File: src/rtl/irq_pkg.sv
package irq_pkg;
    typedef enum logic {
        SVC_SEQUENTIAL = 1'b0,
        SVC_NESTED     = 1'b1
    } svc_mode_e;
endpackage

File: src/rtl/irq_arbiter.sv
module irq_arbiter #(
    parameter int NSRC   = 8,
    parameter int PRIO_W = 3
) (
    input  logic [NSRC-1:0]        req,
    input  logic [NSRC*PRIO_W-1:0] prio,
    output logic                   found,
    output logic [$clog2(NSRC)-1:0] win_idx,
    output logic [PRIO_W-1:0]      win_lvl
);
    localparam int IDX_W = $clog2(NSRC);

    logic [PRIO_W-1:0] lvl_s [NSRC+1];
    logic [IDX_W-1:0]  idx_s [NSRC+1];

    assign lvl_s[0] = '0;
    assign idx_s[0] = '0;

    // Chain of compare stages; strict greater-than keeps the lower index on ties
    // and a zero priority can never beat the initial zero level (masking).
    for (genvar i = 0; i < NSRC; i++) begin : g_stage
        logic [PRIO_W-1:0] p_i;
        logic              take;
        assign p_i  = prio[i*PRIO_W +: PRIO_W];
        assign take = req[i] && (p_i > lvl_s[i]);
        assign lvl_s[i+1] = take ? p_i : lvl_s[i];
        assign idx_s[i+1] = take ? IDX_W'(i) : idx_s[i];
    end

    assign win_lvl = lvl_s[NSRC];
    assign win_idx = idx_s[NSRC];
    assign found   = (lvl_s[NSRC] != '0);
endmodule

File: src/rtl/irq_level_stack.sv
module irq_level_stack #(
    parameter int DEPTH = 8,
    parameter int LVL_W = 3
) (
    input  logic             clk,
    input  logic             rst_n,
    input  logic             push,
    input  logic             pop,
    input  logic [LVL_W-1:0] push_lvl,
    output logic [LVL_W-1:0] top_lvl,
    output logic             empty,
    output logic             full
);
    localparam int CNT_W = $clog2(DEPTH + 1);
    localparam int IDX_W = (DEPTH > 1) ? $clog2(DEPTH) : 1;
    localparam logic [CNT_W-1:0] FULL_CNT = CNT_W'(DEPTH);

    typedef struct packed {
        logic [DEPTH-1:0][LVL_W-1:0] slot;
        logic [CNT_W-1:0]            cnt;
    } stk_t;

    stk_t st_d, st_q;
    logic [CNT_W-1:0] top_pos;

    assign empty   = (st_q.cnt == '0);
    assign full    = (st_q.cnt == FULL_CNT);
    assign top_pos = st_q.cnt - 1'b1;
    assign top_lvl = empty ? '0 : st_q.slot[top_pos[IDX_W-1:0]];

    always_comb begin
        st_d = st_q;
        if (push && !full) begin
            st_d.slot[st_q.cnt[IDX_W-1:0]] = push_lvl;
            st_d.cnt = st_q.cnt + 1'b1;
        end else if (pop && !empty) begin
            st_d.cnt = st_q.cnt - 1'b1;
        end
    end

    always_ff @(posedge clk) begin
        if (!rst_n) st_q <= '0;
        else        st_q <= st_d;
    end

    // the controller never pushes into a full stack
    a_r7_no_overflow: assert property (@(posedge clk) disable iff (!rst_n)
        push |-> !full);
    // a pop on an empty stack leaves it empty
    a_r9_empty_pop: assert property (@(posedge clk) disable iff (!rst_n)
        (pop && !push && empty) |=> empty);
    // a pop from a non-empty stack lowers the count by one
    a_r9_pop_count: assert property (@(posedge clk) disable iff (!rst_n)
        (pop && !push && !empty) |=> (st_q.cnt == $past(st_q.cnt) - 1'b1));
endmodule

File: src/rtl/nest_irq_ctrl.sv
module nest_irq_ctrl #(
    parameter int NSRC   = 8,
    parameter int PRIO_W = 3,
    parameter int DEPTH  = 8
) (
    input  logic                     clk,
    input  logic                     rst_n,
    input  logic                     nest_en,
    input  logic [NSRC-1:0]          dev_req,
    input  logic [NSRC*PRIO_W-1:0]   src_prio,
    output logic                     cpu_irq,
    output logic [$clog2(NSRC)-1:0]  cpu_vec,
    input  logic                     cpu_accept,
    input  logic                     cpu_eos,
    output logic [NSRC-1:0]          dev_ack,
    output logic [PRIO_W-1:0]        svc_level
);
    import irq_pkg::*;

    localparam int IDX_W = $clog2(NSRC);

    typedef struct packed {
        logic [NSRC-1:0] ack;
    } ctl_t;

    ctl_t ctl_d, ctl_q;

    svc_mode_e         mode;
    logic              found;
    logic [IDX_W-1:0]  win_idx;
    logic [PRIO_W-1:0] win_lvl;
    logic [PRIO_W-1:0] top_lvl;
    logic              stk_empty;
    logic              stk_full;
    logic              offer;
    logic              take;
    logic              drop;

    assign mode = svc_mode_e'(nest_en);

    irq_arbiter #(.NSRC(NSRC), .PRIO_W(PRIO_W)) u_arb (
        .req     (dev_req),
        .prio    (src_prio),
        .found   (found),
        .win_idx (win_idx),
        .win_lvl (win_lvl)
    );

    irq_level_stack #(.DEPTH(DEPTH), .LVL_W(PRIO_W)) u_stk (
        .clk      (clk),
        .rst_n    (rst_n),
        .push     (take),
        .pop      (drop),
        .push_lvl (win_lvl),
        .top_lvl  (top_lvl),
        .empty    (stk_empty),
        .full     (stk_full)
    );

    always_comb begin
        ctl_d = '0;
        offer = 1'b0;
        if (found) begin
            if (mode == SVC_NESTED) offer = (win_lvl > top_lvl) && !stk_full;
            else                    offer = stk_empty;
        end
        drop = cpu_eos;
        take = cpu_accept && offer && !cpu_eos;
        if (take) ctl_d.ack = NSRC'(1) << win_idx;
    end

    always_ff @(posedge clk) begin
        if (!rst_n) ctl_q <= '0;
        else        ctl_q <= ctl_d;
    end

    assign cpu_irq   = offer;
    assign cpu_vec   = win_idx;
    assign dev_ack   = ctl_q.ack;
    assign svc_level = top_lvl;

    // at most one device is acknowledged at a time
    a_r8_ack_onehot: assert property (@(posedge clk) disable iff (!rst_n)
        $onehot0(dev_ack));
    // an acknowledge only follows an accepted interrupt
    a_r8_ack_cause: assert property (@(posedge clk) disable iff (!rst_n)
        (|dev_ack) |-> $past(take));
    // after an accept the level in service is the accepted priority
    a_r7_push_level: assert property (@(posedge clk) disable iff (!rst_n)
        take |=> (svc_level == $past(win_lvl)));
    // sequential mode offers nothing while a handler is in service
    a_r6_seq_quiet: assert property (@(posedge clk) disable iff (!rst_n)
        (!nest_en && (svc_level != '0)) |-> !cpu_irq);
    // nested mode only offers a request above the level in service
    a_r4_above_level: assert property (@(posedge clk) disable iff (!rst_n)
        (nest_en && cpu_irq) |-> (win_lvl > svc_level));
endmodule

File: config.mk
export PLATFORM = sky130hd
export DESIGN_NAME = nest_irq_ctrl
export DESIGN_NICKNAME = d
export VERILOG_FILES = /design/src/rtl/irq_pkg.sv /design/src/rtl/irq_arbiter.sv /design/src/rtl/irq_level_stack.sv /design/src/rtl/nest_irq_ctrl.sv
export SDC_FILE = /design/constraint.sdc
export NUM_CORES = 1
export LEC_CHECK = 0
export BUFFER_PORTS_ARGS = -buffer_cell sky130_fd_sc_hd__buf_2
export CORE_AREA = 2 2 96 61
export DETAILED_ROUTE_END_ITERATION = 10
export DIE_AREA = 0 0 98 63
export GPL_TIMING_DRIVEN = 1
export PLACE_DENSITY = 0.74
export REMOVE_ABC_BUFFERS = 1
export SLEW_MARGIN = 0
export SYNTH_ARGS = -nofsm -noshare
export SYNTH_HDL_FRONTEND = slang
export SYNTH_HIERARCHICAL = 1
export SYNTH_SLANG_ARGS = --single-unit
File: constraint.sdc
create_clock -name clk -period 14.05 [get_ports clk]
set_input_delay 0 -clock clk [delete_from_list [all_inputs] [get_ports clk]]
set_output_delay 0 -clock clk [all_outputs]
set_load 0.02 [all_outputs]
==> summary.txt <==
post-DR vias/cell = 5.69
nets@finish = 418
Synth top area share = 25.3%
GRT busiest layer = met1
GRT met3 Usage = 5.03%
Ys Warns = 6
Initial DRC Count = 104
Worst path max stage delay = 0.71 ns
worst skew pair latency = 0.29 ns
Worst-path clk slew = 0.07 ns
number of setup buffers added after CTS = 0
Setup Skew = 0.00789 ns
Die H = 63 um
first-pass GRT wire length = 11,200 um
Area contributors post-synth = dfxtp_1 25%, mux2i_1 11%, ha_1 7.5%
power consumption = 405 uW
layout cells sized above 1 = 25.5%
Slew @ Worst Pin = 0.802 ns
root cell of the clock tree = clkbuf_8
gpl congestion = 0.906
f_max = 87.4 MHz
Post-DP HPWL = 5300 um
diode count = 0
CP Depth = 55
commonest non-fill, non-tap cell in the layout = buf_2
1st-pass router iterations = 4
Seq/Total Area, Yosys = 25.3%
Buf+Inv Stages, Crit Path = 4
CTS HTree Levels = 2
# hold bufs at CTS = 0
maximum VDD drop = 0.0000609 V
core footprint = 5330 um^2
Syn Inst Count = 314
CP arrival = 11.65 ns
cts repair resizes = 0
Sum Neg Setup Slack = 0 ns
WL final = 6680 um
CP required = 14.26 ns
I/O pin count = 52
Worst Setup SP = dev_req[0]
Synth async-reset ratio = 0%
CTS tree = yes
Die Footprint = 6170 um^2
most frequent CP cell = ha_1
r2r worst-path depth = 13
clock buffer depth = 2
max-cap violations = 0
r2r setup slk = 9.18 ns
Worst Slack Setup Final = 2.61 ns
Pwr Density = 125 nW/um^2
fin. max-slew vios = 0
Final Hold Fails = 0
RSZ-0062 raised after global routing = false
initial antenna violation count = 0
die width = 98 um
LEAKAGE = 1.51 nW
Buffers on Ports = 51
Netlist Area Pre-Place = 2850 um^2
met2 usage in global routing = 30.9%
leading area contributor after synthesis = dfxtp_1
crit path kind = in -> reg
Worst slew margin = 46.4%
syn avg cell area = 9.08 um^2
Synth Flop Type = dfxtp_1
path category of the worst min-delay check = in -> reg
WL/cell = 15.4 um
total global-route track usage = 22.2%
largest net degree at the start of global routing = 32
Synth Register Bits = 36
Starting Density = 53.5%
Crit. End Element = flip-flop
Yosys cell types = 70
worst-path fanout max = 12
worst r2r src = u_stk/st_q[0]$_SDFFE_PN0P_
Layout area overhead = 14.0%
clock sink count = 36
crit path capture = u_stk/st_q[3]$_SDFFE_PN0P_
drt drc = 0
worst slack at placement = 2.47 ns
CP startpoint kind = input port
total number of vias = 2,470
CP max-delay cell = nor2b_1
status = complete, no violations
total gr overflow = 0
final antenna-violating net count = 0
reg2reg end = u_stk/st_q[3]$_SDFFE_PN0P_
grt met1 use = 35.3%
top cell family by delay on the critical path = compound AO/OA/AOI/OAI gates
CTS Buf Count = 5
Post-synth EDFFs = 0
# setup viols final = 0
Tmin final = 11.44 ns
# rows = 21
vias in the first global route = 2,266
most frequent cells in the layout = 51 x buf_2, 36 x dfxtp_1, 32 x nor2b_1, 30 x mux2i_1
period utilisation layout = 81.4%
==> worst reg2reg max path: cells and delay by family, from the launching register on <==
| kind | cells | cell delay, ns |
|---|---|---|
| buffers and inverters | 1 | 0.17 |
| muxes | 4 | 1.07 |
| DFF | 1 | 0.78 |
| and+or+nand+nor | 2 | 0.80 |
| AOI/OAI and AO/OA | 4 | 1.05 |
| adders and majority gates | 2 | 0.95 |
==> metrics by stage <==
step | instances | instance area [um^2] | utilization, % | hold slack (ns)
2_1_floorplan | 305 | 2810 | - | 0.122
3_3_place_gp | 426 | 3160 | 59.2 | 0.416
3_5_place_dp | 426 | 3160 | 59.2 | 0.420
4_1_cts | 434 | 3250 | 60.9 | 0.160
5_1_grt | 434 | 3250 | 60.9 | 0.193
6_report | 434 | 3250 | 60.9 | 0.164
==> kinds of logic after synthesis <==
group	Yosys count	share of synthesized area (%)
simple gates	121	24.8
compound gates	65	19.8
mux	38	16.2
flops	36	25.3
buf+inv	32	4.61
fa+ha+maj	20	8.64
xor+xnor	2	0.614
==> layer usage <==
| metal | wire, um | share of wire [%] | up-vias |
|---|---|---|---|
| met4 | 11 | 0.16 | 0 |
| met2 | 2650 | 40 | 76 |
| met1 | 3600 | 54 | 1145 |
| met3 | 411 | 6.2 | 2 |
| li1 | - | - | 1247 |
| met5 | 0 | 0 | - |
==> report_power, final <==
part | internal [mW] | total [mW] | switching, mW
clock | 0.0399 | 0.0771 | 0.0373
sequential | 0.110 | 0.129 | 0.0182
combinational | 0.0833 | 0.199 | 0.116
total | 0.234 | 0.405 | 0.172
==> synthesized netlist by cell type (2+ instances only) <==
cell type / instances
a21oi_1: 12
o21a_1: 3
a21boi_1: 2
nand2_1: 23
nand3b_1: 2
o21bai_1: 3
nor2_1: 15
nor2b_1: 32
or2_1: 2
a31oi_1: 3
nand2_2: 2
o31ai_4: 2
a22oi_1: 2
nand4_1: 3
nand4b_1: 2
a21o_1: 4
o21ai_0: 7
nor4b_1: 4
inv_1: 23
buf_2: 3
a22o_1: 2
nor3_1: 5
maj3_2: 3
clkbuf_1: 5
nand3_1: 8
mux2i_1: 30
nand2b_1: 3
a2111oi_0: 2
nor4_1: 4
mux4_2: 6
ha_1: 17
dfxtp_1: 36
o31ai_1: 3
and2_1: 5
==> registers in the layout, indices dropped and copies added (netlist names) <==
name,cells
dev_ack,8
u_stk/st_q,28
==> worst min-delay path by stage <==
stage / cells past startpoint / endpoint / from / slack, ns
floorplan: 1 / u_stk/st_q[0]$_SDFFE_PN0P_ / rst_n / 0.12
global placement: 1 / dev_ack[4] / dev_ack[4]$_SDFF_PN0_ / 0.42
detailed placement: 1 / dev_ack[6] / dev_ack[6]$_SDFF_PN0_ / 0.42
CTS: 4 / u_stk/st_q[2]$_SDFFE_PN0P_ / cpu_eos / 0.16
global route: 4 / u_stk/st_q[2]$_SDFFE_PN0P_ / cpu_eos / 0.19
finish: 4 / u_stk/st_q[2]$_SDFFE_PN0P_ / cpu_eos / 0.16
==> final cells by class <==
cell class                      count  area (um^2)
Sequential cell                    36          721
Clock inverter                      1         7.51
Clock buffer                        7         86.3
Timing Repair Buffer               52          263
Inverter                           23         86.3
Tap cell                           69         86.3
Fill cell                         489         2080
Multi-Input combinational cell    246         2000
Power figures use the tool's default switching activity.
